File: src/rtl/byte_fifo_pkg.sv
package byte_fifo_pkg;
  localparam int unsigned DEF_DATA_W    = 8;
  localparam int unsigned DEF_DEPTH     = 16;
  localparam int unsigned DEF_THR_W     = 4;
  localparam int unsigned DEF_FLUSH_CYC = 4;

  typedef enum int unsigned {
    CH_TX = 0,
    CH_RX = 1
  } chan_e;

  localparam int unsigned NUM_CH = 2;
endpackage

File: src/rtl/fifo_flush_seq.sv
module fifo_flush_seq #(
  parameter int unsigned FLUSH_CYC = 4
) (
  input  logic clk,
  input  logic rst,
  input  logic req,
  output logic busy,
  output logic done
);
  localparam int unsigned CW   = $clog2(FLUSH_CYC + 1);
  localparam int unsigned LAST = FLUSH_CYC - 1;

  logic          busy_q;
  logic [CW-1:0] cyc_q;

  assign busy = busy_q;
  assign done = busy_q && (cyc_q == CW'(LAST));

  always_ff @(posedge clk) begin
    if (rst) begin
      busy_q <= 1'b0;
      cyc_q  <= '0;
    end else if (!busy_q) begin
      if (req) begin
        busy_q <= 1'b1;
        cyc_q  <= '0;
      end
    end else if (done) begin
      busy_q <= 1'b0;
      cyc_q  <= '0;
    end else begin
      cyc_q <= cyc_q + CW'(1);
    end
  end

  AST_FLUSH_BOUND: assert property (@(posedge clk) disable iff (rst) busy_q |-> (cyc_q <= CW'(LAST)));
  AST_FLUSH_SELFCLR: assert property (@(posedge clk) disable iff (rst) done |=> !busy_q);
  AST_FLUSH_START: assert property (@(posedge clk) disable iff (rst) (!busy_q && req) |=> busy_q);
endmodule

File: src/rtl/fifo_level_core.sv
module fifo_level_core #(
  parameter int unsigned DATA_W   = 8,
  parameter int unsigned DEPTH    = 16,
  parameter int unsigned THR_W    = 4,
  parameter bit          NEAR_LOW = 1'b1
) (
  input  logic              clk,
  input  logic              rst,
  input  logic              hold,
  input  logic              clear,
  input  logic              wr_en,
  input  logic [DATA_W-1:0] wr_data,
  input  logic              rd_en,
  output logic [DATA_W-1:0] rd_data,
  input  logic [THR_W-1:0]  thresh,
  input  logic              ovr_clr,
  output logic              empty,
  output logic              full,
  output logic              near,
  output logic              overrun
);
  localparam int unsigned AW = $clog2(DEPTH);
  localparam int unsigned CW = AW + 1;

  logic [DATA_W-1:0] mem [DEPTH];
  logic [AW-1:0]     wptr, rptr;
  logic [CW-1:0]     cnt, cnt_nxt, thr_ext;
  logic              empty_q, full_q, near_q, ovr_q;
  logic [DATA_W-1:0] rd_q;
  logic              is_full, do_wr, do_rd, ovr_evt, near_nxt;

  assign is_full = (cnt == CW'(DEPTH));
  assign do_wr   = wr_en && !hold && !is_full;
  assign ovr_evt = wr_en && !hold && is_full;
  assign do_rd   = rd_en && !hold && (cnt != '0);
  assign thr_ext = CW'(thresh);

  always_comb begin
    case ({do_wr, do_rd})
      2'b10:   cnt_nxt = cnt + CW'(1);
      2'b01:   cnt_nxt = cnt - CW'(1);
      default: cnt_nxt = cnt;
    endcase
  end

  generate
    if (NEAR_LOW) begin : g_near_low
      assign near_nxt = (cnt_nxt != '0) && (cnt_nxt <= thr_ext);
    end else begin : g_near_high
      assign near_nxt = (cnt_nxt != '0) && (cnt_nxt >= thr_ext);
    end
  endgenerate

  always_ff @(posedge clk) begin
    if (do_wr) mem[wptr] <= wr_data;
  end

  always_ff @(posedge clk) begin
    if (rst)        rd_q <= '0;
    else if (do_rd) rd_q <= mem[rptr];
  end

  always_ff @(posedge clk) begin
    if (rst || clear) begin
      wptr    <= '0;
      rptr    <= '0;
      cnt     <= '0;
      empty_q <= 1'b1;
      full_q  <= 1'b0;
      near_q  <= 1'b0;
    end else begin
      if (do_wr) wptr <= wptr + AW'(1);
      if (do_rd) rptr <= rptr + AW'(1);
      cnt     <= cnt_nxt;
      empty_q <= (cnt_nxt == '0);
      full_q  <= (cnt_nxt == CW'(DEPTH));
      near_q  <= near_nxt;
    end
  end

  always_ff @(posedge clk) begin
    if (rst)          ovr_q <= 1'b0;
    else if (ovr_evt) ovr_q <= 1'b1;
    else if (ovr_clr) ovr_q <= 1'b0;
  end

  assign rd_data = rd_q;
  assign empty   = empty_q;
  assign full    = full_q;
  assign near    = near_q;
  assign overrun = ovr_q;

  AST_EMPTY_FULL_EXCL: assert property (@(posedge clk) disable iff (rst) !(empty_q && full_q));
  AST_POP_EMPTY_IGN: assert property (@(posedge clk) disable iff (rst) (empty_q && rd_en && !wr_en) |=> empty_q);
  AST_FULL_DROP: assert property (@(posedge clk) disable iff (rst) (full_q && wr_en && !rd_en && !clear) |=> full_q);
  AST_OVR_STICKY: assert property (@(posedge clk) disable iff (rst) (ovr_q && !ovr_clr) |=> ovr_q);
  AST_HOLD_FREEZE: assert property (@(posedge clk) disable iff (rst) (hold && !clear) |=> ($stable(cnt) && $stable(rd_q)));
  AST_CLEAR_EMPTY: assert property (@(posedge clk) disable iff (rst) clear |=> (empty_q && !full_q && !near_q));
endmodule

File: src/rtl/byte_fifo_pair.sv
module byte_fifo_pair
  import byte_fifo_pkg::*;
#(
  parameter int unsigned DATA_W    = DEF_DATA_W,
  parameter int unsigned DEPTH     = DEF_DEPTH,
  parameter int unsigned THR_W     = DEF_THR_W,
  parameter int unsigned FLUSH_CYC = DEF_FLUSH_CYC
) (
  input  logic              clk,
  input  logic              rst,
  input  logic [THR_W-1:0]  tx_thresh,
  input  logic [THR_W-1:0]  rx_thresh,
  input  logic              bus_tx_push,
  input  logic [DATA_W-1:0] bus_tx_data,
  input  logic              eng_tx_pop,
  output logic [DATA_W-1:0] eng_tx_data,
  input  logic              eng_rx_push,
  input  logic [DATA_W-1:0] eng_rx_data,
  input  logic              bus_rx_pop,
  output logic [DATA_W-1:0] bus_rx_data,
  input  logic              flush_tx_req,
  input  logic              flush_rx_req,
  output logic              flush_tx_busy,
  output logic              flush_rx_busy,
  input  logic              ovr_clr,
  output logic              tx_empty,
  output logic              tx_near_empty,
  output logic              tx_full,
  output logic              tx_overrun,
  output logic              rx_empty,
  output logic              rx_near_full,
  output logic              rx_full,
  output logic              rx_overrun
);
  logic [NUM_CH-1:0] fl_req, fl_busy, fl_done;

  assign fl_req[CH_TX] = flush_tx_req;
  assign fl_req[CH_RX] = flush_rx_req;

  generate
    for (genvar c = 0; c < NUM_CH; c++) begin : g_flush
      fifo_flush_seq #(.FLUSH_CYC(FLUSH_CYC)) u_flush (
        .clk  (clk),
        .rst  (rst),
        .req  (fl_req[c]),
        .busy (fl_busy[c]),
        .done (fl_done[c])
      );
    end
  endgenerate

  assign flush_tx_busy = fl_busy[CH_TX];
  assign flush_rx_busy = fl_busy[CH_RX];

  fifo_level_core #(
    .DATA_W(DATA_W), .DEPTH(DEPTH), .THR_W(THR_W), .NEAR_LOW(1'b1)
  ) u_tx (
    .clk     (clk),
    .rst     (rst),
    .hold    (fl_busy[CH_TX]),
    .clear   (fl_done[CH_TX]),
    .wr_en   (bus_tx_push),
    .wr_data (bus_tx_data),
    .rd_en   (eng_tx_pop),
    .rd_data (eng_tx_data),
    .thresh  (tx_thresh),
    .ovr_clr (ovr_clr),
    .empty   (tx_empty),
    .full    (tx_full),
    .near    (tx_near_empty),
    .overrun (tx_overrun)
  );

  fifo_level_core #(
    .DATA_W(DATA_W), .DEPTH(DEPTH), .THR_W(THR_W), .NEAR_LOW(1'b0)
  ) u_rx (
    .clk     (clk),
    .rst     (rst),
    .hold    (fl_busy[CH_RX]),
    .clear   (fl_done[CH_RX]),
    .wr_en   (eng_rx_push),
    .wr_data (eng_rx_data),
    .rd_en   (bus_rx_pop),
    .rd_data (bus_rx_data),
    .thresh  (rx_thresh),
    .ovr_clr (ovr_clr),
    .empty   (rx_empty),
    .full    (rx_full),
    .near    (rx_near_full),
    .overrun (rx_overrun)
  );

  AST_FLUSH_ENDS_EMPTY: assert property (@(posedge clk) disable iff (rst) $fell(fl_busy[CH_TX]) |-> (tx_empty && !tx_near_empty && !tx_full));
  AST_RX_FLUSH_ENDS_EMPTY: assert property (@(posedge clk) disable iff (rst) $fell(fl_busy[CH_RX]) |-> (rx_empty && !rx_near_full && !rx_full));
endmodule

File: config.mk
export PLATFORM = sky130hd
export DESIGN_NAME = byte_fifo_pair
export DESIGN_NICKNAME = d
export VERILOG_FILES = /design/src/rtl/byte_fifo_pkg.sv /design/src/rtl/fifo_flush_seq.sv /design/src/rtl/fifo_level_core.sv /design/src/rtl/byte_fifo_pair.sv
export SDC_FILE = /design/constraint.sdc
export NUM_CORES = 1
export LEC_CHECK = 0
export BUFFER_PORTS_ARGS = -buffer_cell sky130_fd_sc_hd__buf_2
export CORE_MARGIN = 3
export CORE_UTILIZATION = 38
export CTS_BUF_LIST = sky130_fd_sc_hd__clkbuf_8
export DETAILED_ROUTE_END_ITERATION = 10
export PLACE_DENSITY = 0.65
export SETUP_SLACK_MARGIN = 0.2
export SLEW_MARGIN = 20
export SYNTH_ARGS = -nofsm -noshare
export SYNTH_HDL_FRONTEND = slang
export SYNTH_SLANG_ARGS = --single-unit
File: constraint.sdc
create_clock -name clk -period 5 [get_ports clk]
set_clock_uncertainty 0.2 [all_clocks]
set_input_delay 0.75 -clock clk [delete_from_list [all_inputs] [get_ports clk]]
set_output_delay 0.75 -clock clk [all_outputs]
set_load 0.01 [all_outputs]
==> After elaboration in Yosys (flattened, before gate mapping) <==
Memory sizes are Yosys's and may differ from the RTL's. A register that Yosys moved wholly into a read port is not among the register bits.
Index checks and enable logic that the tools add are counted.
{ "classes": {"n_addsub": 10, "order_cmp": 2, "n_eq_ne": 10, "muxes": 21, "reduce_logical": 30} }
{ "op_table": {"columns": ["cell", "count"], "rows": [
  ["$eq 5x5->1 const B", 4],
  ["$pmux 5 s2", 2],
  ["$reduce_bool 5->1", 4],
  ["$mux 3", 6],
  ["$add 4x1->4 const B", 4],
  ["$logic_and 1x1->1", 14],
  ["$mux 1", 13],
  ["$add 5x1->5 const B", 2],
  ["$logic_not 5->1", 2],
  ["$sub 5x1->5 const B", 2],
  ["$reduce_bool 2->1", 4],
  ["$add 3x1->3 const B", 2],
  ["$eq 3x2->1 const B", 2],
  ["$ge 5x4->1", 1],
  ["$le 5x4->1", 1],
  ["$eq 2x1->1 const B", 2],
  ["$eq 2x2->1 const B", 2],
  ["$logic_not 1->1", 4],
  ["$logic_or 1x1->1", 2]
]} }
{ "word_totals": {"ff_bits": 42, "ram_bits": 256, "in_bits": 33, "output_inout_bits": 26, "word_cells": 93, "mem_count": 2} }
{ "mem_list": {"columns": ["name", "words", "width", "read_ports", "rd_clocked_by_memory_dff", "wr", "line", "source"], "rows": [
  ["u_rx.mem", 16, 8, 1, 1, 1, "fifo_level_core.sv:25", "logic [DATA_W-1:0] mem [DEPTH];"],
  ["u_tx.mem", 16, 8, 1, 1, 1, "fifo_level_core.sv:25", null]
]} }

==> Logic depth before layout (Yosys ltp) <==
Gate-level depths: netlist of the first run.
{ "logic_depth": {"depth_word": 7, "depth_mapped": 17, "depth_no_buf": 16} }

==> By module <==
Synthesis of the first run repeated with hierarchy kept, for this count alone.
{ "unflattened": {"hier_cells": 741, "hier_area_um2": 12951.2} }
{ "by_module_without_submodules": {"columns": ["module", "n_inst", "cells_each", "area_each_um2"], "rows": [
  ["fifo_level_core (u_tx)", 1, 343, 6326.1],
  ["fifo_level_core (u_rx)", 1, 362, 6289.8],
  ["fifo_flush_seq", 2, 18, 167.7]
]} }

==> Least setup slack after synthesis of the first run <==
Ideal clock, no wire load.
{ "synth_timing": {"path_kind": "input to register", "start": "input eng_rx_push", "end": "register u_rx.near_q (netlist: u_rx.near)", "t_arrival_ns": 3.300, "required_time_ns": 4.685, "setup_slack_ns": 1.385, "stages": 13, "path_buffers": 1, "cell_sequence": "nor2b_1 -> a21boi_1 -> inv_1 -> ha_1 -> clkbuf_1 -> mux2i_1 -> inv_1 -> ha_1 -> a21o_1 -> a21o_1 -> a21oi_1 -> a41oi_1 -> o21ba_2"} }
{ "synth_between": {"elab_chain_cells": 6} }
{ "synth_rtl": {"columns": ["item", "line", "source"], "rows": [
  ["from (decl)", "byte_fifo_pair.sv:17", "input logic eng_rx_push,"],
  ["$logic_and 1x1->1 * (2 in series)", "fifo_level_core.sv:33", "assign do_wr = wr_en && !hold && !is_full;"],
  ["$eq 2x1->1 / $eq 2x2->1 (equally long branches)", "fifo_level_core.sv:39", "case ({do_wr, do_rd})"],
  ["$pmux 5 s2 *", "fifo_level_core.sv:39", null],
  ["via u_rx.cnt_nxt[1]", "fifo_level_core.sv:27", "logic [CW-1:0] cnt, cnt_nxt, thr_ext;"],
  ["$ge 5x4->1 / $reduce_bool 5->1 (equally long branches)", "fifo_level_core.sv:50", "assign near_nxt = (cnt_nxt != '0) && (cnt_nxt >= thr_ext);"],
  ["$logic_and 1x1->1 *", "fifo_level_core.sv:50", null],
  ["to (signal assigned)", "fifo_level_core.sv:77", "near_q <= near_nxt;"],
  ["to (decl)", "fifo_level_core.sv:28", "logic empty_q, full_q, near_q, ovr_q;"]
]} }
Mark *: on every way through the listed nets, which the timed path passes. The rest lies on a longest branch.
A chain may end at the register's enable or synchronous reset.

==> Worst setup path after layout of the first run <==
{ "layout_timing": {"start": "register u_rx.cnt[1]", "end": "register u_rx.near_q (netlist: u_rx.near)"} }
{ "layout_between": {"elab_chain_cells": 7} }
{ "layout_rtl": {"columns": ["item", "line", "source"], "rows": [
  ["from (decl)", "fifo_level_core.sv:27", null],
  ["from (signal assigned)", "fifo_level_core.sv:74", "cnt <= cnt_nxt;"],
  ["$eq 5x5->1", "fifo_level_core.sv:32", "assign is_full = (cnt == CW'(DEPTH));"],
  ["$logic_not 1->1", "fifo_level_core.sv:33", null],
  ["$logic_and 1x1->1", "fifo_level_core.sv:33", null],
  ["$eq 2x1->1 / $eq 2x2->1 (equally long branches)", "fifo_level_core.sv:39", null],
  ["$pmux 5 s2 *", "fifo_level_core.sv:39", null],
  ["via u_rx.cnt_nxt[1]", "fifo_level_core.sv:27", null],
  ["$ge 5x4->1 / $reduce_bool 5->1 (equally long branches)", "fifo_level_core.sv:50", null],
  ["$logic_and 1x1->1 *", "fifo_level_core.sv:50", null]
]} }
Marks and branches as above.

==> flow_metrics.py, run 1 <==
metrics = {
    "run_status": {
        "outcome": "finished clean",
    },
    "clock_tree": {
        "cts_resized": 0,
        "root_buffer": "clkbuf_8",
        "cts_tree": "done",
        "post_cts_buffers": 0,
        "insertion_delay_ns": 0.58,
        "hold_buffers": 0,
        "numCtsBuffers": 50,
        "clk_pin_slew_ns": 0.06,
        "clock_path_buffers": 3,
        "clock_sink_count": 314,
        "h-tree-depth": 2,
    },
    "detailed_routing": {
        "antenna_left": 0,
        "drtPass1Iterations": 5,
        "avgRoutedWirePerCell_um": 18.03,
        "drc_errors": 0,
        "finalWirelength_mm": 23.46,
        "first_iter_violations": 439,
        "vias": 6410,
        "routed_via_density": 4.927,
    },
    "sta": {
        "rsz0062_at_grt": "false",
        "fin_ws_ns": 1.403,
        "worstMarginPinSlew_ns": 0.8860,
        "slew_headroom_pct": 40.71,
        "hold_slack_ns": 0.2368,
        "hold_viol": 0,
        "fin_crit_sh_pct": 71.93,
        "fmax_mhz": 278.0,
        "drv_slew": 0,
        "fin_crit_ns": 3.597,
        "setup_tns_ns": 0,
        "setup_viol": 0,
    },
    "layout": {
        "diodes": 0,
        "regArea_mm2": 0.008851,
        "final_common_cell": "edfxtp_1",
        "final_cell_mix": "edfxtp_1, nor2_1, mux4_2, buf_2, dfxtp_1",
        "syn_to_final_growth_pct": 13.56,
        "drive_above_1_share_pct": 27.71,
        "layout.nets": 875,
        "fill_cells": 2937,
        "multi_input_area_mm2": 0.003689,
    },
    "die": {
        "io_pins": 59,
        "die_y_um": 189.4,
        "start_util_pct": 38.90,
        "core-area_mm2": 0.03287,
        "die_area_mm2": 0.03588,
        "fp.dieW_um": 189.4,
        "rows": 66,
    },
    "synth": {
        "syn_area_per_cell_um2": 17.44,
        "yosys_register_bits": 314,
        "synth_mux_area_share_pct": 15.98,
        "synthCells": 733,
        "synth_compound_area_share_pct": 2.534,
        "synthSimpleGateAreaFrac_pct": 6.273,
        "synth_edf_count": 256,
        "yosys.area_share.xor_xnor_pct": 1.644,
        "syn_area_mm2": 0.01279,
        "synth_top_family_by_area": "multiplexers",
        "synth_fa_ha_area_share_pct": 2.349,
        "ys_warn_count": 0,
        "synth_flop_cell": "edfxtp_1",
        "ys_seq_area_share_pct": 69.20,
        "syn-num-nets": 790,
        "yosysUniqueCellTypes": 54,
        "synthArstFlopShare_pct": 0,
    },
    "critical_path": {
        "critPathBufInv": 2,
        "critPathKind": "reg -> reg",
        "critPathArrivalTime_ns": 3.85,
        "cp-start-kind": "flop",
        "slowest_stage": "ha_1",
        "crit_required_ns": 5.25,
        "crit_fanout": 13,
        "cp-end-kind": "flop",
        "slowest_delay_ns": 0.45,
        "path_cells": "nor4_4, nor2b_1, nor3b_2, buf_4, ha_1, mux2i_1, inv_1, ha_1, a21o_1, a21o_1, a21oi_1, a41oi_1, o21ba_2",
        "cp_top_family": "compound AO/OA/AOI/OAI gates",
    },
    "place": {
        "port_buffers": 58,
        "gp_congestion": 0.8127,
        "dp_hpwl_mm": 15.75,
        "preCtsSetupSlack_ns": 1.151,
    },
    "power": {
        "leakage_uw": 0.004924,
        "ir_drop_mv": 0.2630,
        "power.density_mw_per_mm2": 425.9,
    },
    "global_routing": {
        "grt_use_total_pct": 13.38,
        "grt_pass1_wl_mm": 37.75,
        "gr-total-overflow": 0,
        "grt_max_degree": 36,
        "grt_pass1_vias": 6647,
        "grt_antenna_before_repair": 0,
    },
    "flow_run": {
        "cap_violations": 0,
    },
    "worst_hold_path": {
        "hold_path.class": "in -> reg",
    },
}
-- metal layers --
| layer | track usage (%) | vias up | share of wire (%) |
|---|---|---|---|
| li1 | - | 3013 | - |
| met2 | 21.90 | 120 | 49 |
| met1 | 18.03 | 3234 | 44 |
| met4 | 4.066 | 0 | 2.0 |
| met5 | 0 | - | 0 |
| met3 | 2.944 | 43 | 4.6 |
-- power breakdown --
part,leakage (uW),switching (uW),internal (uW)
combinational,0.00162,477,572
sequential,0.00278,152,2920
clock,0.000525,989,1070
-- area by class of cell --
class                      count  share of cell area, %
multi-input combinational    358                  25.40
timing repair buffer          73                  2.775
tap                          442                  3.809
sequential                   314                  60.96
inverter                      21                 0.5429
clock buffer                  52                  4.929
clock inverter                41                  1.586
-- cell families after synthesis --
| family | Yosys count |
|---|---|
| adders and majority gates | 24 |
| DFF | 314 |
| muxes | 103 |
| AOI/OAI and AO/OA | 48 |
| and+or+nand+nor | 159 |
| xor gates and xnor gates | 24 |
| buffers and inverters | 61 |
-- Yosys cell counts, drive strengths merged (2+ instances only) --
master / number / share of area, %
a41oi: 2 / 0.14
nor4: 3 / 0.43
edfxtp: 256 / 60
o21ai: 7 / 0.27
a21oi: 17 / 0.67
a21o: 6 / 0.35
buf: 20 / 0.81
dfxtp: 58 / 9.1
and3b: 2 / 0.14
nor2b: 12 / 0.59
and3: 3 / 0.19
a21boi: 2 / 0.12
inv: 21 / 0.62
xor2: 15 / 1.0
a31o: 2 / 0.14
mux4: 80 / 14
nor2: 83 / 2.4
nand2b: 7 / 0.34
mux2: 3 / 0.32
nand4: 4 / 0.20
clkbuf: 20 / 0.59
nand2: 18 / 0.53
nor3b: 10 / 0.59
ha: 24 / 2.3
a31oi: 2 / 0.098
xnor2: 9 / 0.62
nor3: 10 / 0.39
mux2i: 20 / 1.6
-- worst paths after layout --
path,start,to,slack [ns],cells past startpoint
worst max-delay path,u_rx.cnt[1],u_rx.near,1.40,13
worst min-delay path,flush_rx_req,g_flush[1].u_flush.busy,0.24,3
worst max register to register,u_rx.cnt[1],u_rx.near,1.40,13
worst min register to register,u_tx.overrun,u_tx.overrun,0.26,2
-- worst register-to-register path: stages, from the launching register on --
cell and delay, ns:
dfxtp_1 0.40, nor4_4 0.42, nor2b_1 0.21, nor3b_2 0.06, buf_4 0.22, ha_1 0.46
mux2i_1 0.41, inv_1 0.09, ha_1 0.28, a21o_1 0.16, a21o_1 0.17, a21oi_1 0.14
a41oi_1 0.06, o21ba_2 0.22
-- stage by stage --
stage / std cells / power, uW / utilization [%] / instance area [um2]
final: 1301 / 6184 / 44.18 / 14520
after global routing: 1301 / 6505 / 44.18 / 14520
after floorplan: 733 / 3913 / - / 12790
after global placement: 1208 / 4184 / 41.30 / 13570
after CTS: 1301 / 6268 / 44.18 / 14520
after detailed placement: 1208 / 4195 / 41.30 / 13570
-- sequential cells by signal (all words and copies together) (netlist names) --
name,cells
u_rx.mem,128
u_tx.mem,128
u_rx.rd_data,8
u_tx.rd_data,8
g_flush.u_flush.cyc_q,6
u_rx.cnt,5
u_tx.cnt,5
u_rx.rptr,4
u_rx.wptr,4
u_tx.rptr,4
u_tx.wptr,4
g_flush.u_flush.busy,2
u_rx.empty,1
u_rx.full,1
u_rx.near,1
u_rx.overrun,1
u_tx.empty,1
u_tx.full,1
u_tx.near,1
u_tx.overrun,1
(Power assumes the default switching activity.)
==> inputs of run 2 (changes only) <==
==> constraint.sdc (replaced) <==
create_clock -name clk -period 3.5 [get_ports clk]
set_clock_uncertainty 0.2 [all_clocks]
set_input_delay 0.525 -clock clk [delete_from_list [all_inputs] [get_ports clk]]
set_output_delay 0.525 -clock clk [all_outputs]
set_load 0.01 [all_outputs]
==> run 2 against run 1 <==
Net effect:
- register-to-register slack lost 1.1 ns
- non-clock buffer count grew 20
- fmax grew 11%
- sequential cell count is the same
- clock power grew 39%
- cell count grew 1.5%
- first-iteration DRC count shrank 13%
- clock-buffer cell count is the same
- power grew 45%
- die area is the same
- critical path type unchanged
- critical endpoint unchanged
==> flow_metrics.py, run 2 (same netlist as run 1, synthesis figures left out) <==
metrics = {
    "detailed_routing": {
        "routed_via_density": 4.926,
        "avgRoutedWirePerCell_um": 17.90,
        "drtPass1Iterations": 5,
        "vias": 6507,
        "antenna_left": 0,
        "drc_errors": 0,
        "first_iter_violations": 384,
        "finalWirelength_mm": 23.65,
    },
    "global_routing": {
        "grt_pass1_wl_mm": 37.43,
        "grt_antenna_before_repair": 1,
        "grt_max_degree": 36,
        "grt_use_total_pct": 13.26,
        "grt_pass1_vias": 6655,
        "gr-total-overflow": 0,
    },
    "clock_tree": {
        "insertion_delay_ns": 0.57,
        "root_buffer": "clkbuf_8",
        "clock_sink_count": 314,
        "cts_tree": "done",
        "clock_path_buffers": 3,
        "h-tree-depth": 2,
        "clk_pin_slew_ns": 0.07,
        "numCtsBuffers": 50,
    },
    "layout": {
        "fin_util_pct": 44.94,
        "layout.nets": 895,
        "regArea_mm2": 0.008865,
        "syn_to_final_growth_pct": 15.52,
        "final_cell_mix": "edfxtp_1, nor2_1, mux4_2, buf_2, clkbuf_8",
        "drive_above_1_share_pct": 30.98,
        "final_common_cell": "edfxtp_1",
        "final_cell_area_mm2": 0.01477,
        "largest_registers": "u_rx.mem x128, u_tx.mem x128",
        "fill_cells": 2926,
        "multi_input_area_mm2": 0.003762,
    },
    "sta": {
        "slew_headroom_pct": 43.10,
        "fin_crit_sh_pct": 92.40,
        "setup_tns_ns": 0,
        "worstMarginPinSlew_ns": 0.8504,
        "rsz0062_at_grt": "true",
        "fmax_mhz": 309.2,
        "fin_crit_ns": 3.234,
        "drv_slew": 0,
        "hold_viol": 0,
        "setup_viol": 0,
    },
    "critical_path": {
        "worst_r2r_path_depth": 13,
        "cp-start-kind": "flop",
        "critPathKind": "reg -> reg",
        "crit_required_ns": 3.76,
        "worst_r2r_endpoint": "u_rx.near",
        "rr_startpoint": "u_rx.cnt[0]",
        "cp-end-kind": "flop",
        "crit_fanout": 7,
        "critPathArrivalTime_ns": 3.49,
        "reg2reg_setup_slack_ns": 0.27,
    },
    "die": {
        "die_area_mm2": 0.03588,
        "die_y_um": 189.4,
        "core-area_mm2": 0.03287,
        "rows": 66,
        "start_util_pct": 38.90,
        "fp.dieW_um": 189.4,
        "io_pins": 59,
    },
    "flow_run": {
        "cap_violations": 0,
    },
    "worst_hold_path": {
        "hold_end": "u_tx.overrun",
        "whs_path_depth": 4,
        "hold_path.class": "in -> reg",
        "holdCritStartpoint": "ovr_clr",
    },
    "power": {
        "leakage_uw": 0.005063,
        "power_frac_seq_pct": 48.4,
        "combPwrFrac_pct": 19.5,
        "p_clk_share_pct": 32.0,
        "ir_drop_mv": 0.2895,
        "power.density_mw_per_mm2": 606.5,
        "p_int_uw": 6594,
        "switching_share_pct": 26.39,
        "p_switching_uw": 2364,
    },
    "place": {
        "gp_congestion": 0.8126,
        "placed_cell_area_mm2": 0.01369,
        "dp_hpwl_mm": 15.81,
        "port_buffers": 58,
    },
    "run_status": {
        "outcome": "finished clean",
    },
}
## run 2: cell types whose count changed in the layout (fill, tap and decap cells not counted), moves of 3 or more
cell | before | now
clkinv_1 | 16 | 8
ha_2 | 0 | 3
buf_4 | 15 | 31
a21oi_2 | 0 | 4
dfxtp_2 | 2 | 7
ha_1 | 24 | 19
dfxtp_1 | 56 | 49
clkinv_2 | 9 | 4
a21oi_1 | 17 | 13
inv_1 | 31 | 43
## run 2: per-stage QoR
step                hold slack, ns  total power [uW]  setup slack (ns)  std cells
floorplan                   0.2358              5609            0.2147        733
global placement            0.2443              6038            0.1418       1219
detailed placement          0.2583              6058            0.1112       1219
finish                     0.07686              8958            0.2660       1321
global route               0.06636              9419            0.1533       1321
CTS                        0.03915              8973            0.1953       1314
## run 2: area by class of cell
cell class              count  share of cell area (%)
clock inverters            40                   1.423
multi-input cells         358                   25.47
clock buffers              52                   4.845
inverters                  21                  0.5337
diodes                      1                 0.01694
flip-flops and latches    314                   60.02
repair buffers             93                   3.947
well taps                 442                   3.744
## run 2: timing repair
action                                  4_1_cts  5_1_grt
pin swaps                                     1       11
hold endpoints to repair                      2        0
setup buffers                                 1        6
resized for setup                             2       23
hold buffers                                  2        0
endpoints found under the setup margin        2        2
## run 2: power groups by stage
| stage | Clock, uW | Sequential (uW) | Combinational (uW) |
|---|---|---|---|
| global route | 3140 | 4360 | 1910 |
| global placement | 0 | 4410 | 1620 |
| detailed placement | 0 | 4420 | 1640 |
| CTS | 2970 | 4340 | 1660 |
| floorplan | 0 | 4340 | 1270 |
| finish | 2870 | 4340 | 1750 |
## run 2: worst max-delay path: stages, from the launching register on
cell,delay (ns)
dfxtp_4,0.37
nor4_4,0.41
mux2_4,0.36
xor2_1,0.16
ha_2,0.21
a21oi_2,0.16
xor2_1,0.16
nor2_1,0.06
xor2_1,0.17
ha_1,0.30
a21o_1,0.17
a21oi_2,0.15
a41oi_2,0.04
o21ba_2,0.20
## run 2: layer usage
layer	global-route usage (%)	vias to the layer above	wire, um	share of wire [%]
met5	0	-	0	0
met4	4.606	0	522	2.2
met3	2.555	51	924	3.9
met2	21.94	130	11810	50
met1	17.64	3265	10400	44
li1	-	3061	-	-
## run 2: worst max path at each step
stage               slack [ns]  depth (start not counted)        end         from
floorplan                 0.21                         13  u_rx.near  eng_rx_push
global placement          0.14                         14  u_rx.near  eng_rx_push
detailed placement        0.11                         14  u_rx.near  eng_rx_push
CTS                       0.20                         16  u_tx.near  u_tx.cnt[2]
global route              0.15                         13  u_rx.near  u_rx.cnt[0]
finish                    0.27                         13  u_rx.near  u_rx.cnt[0]
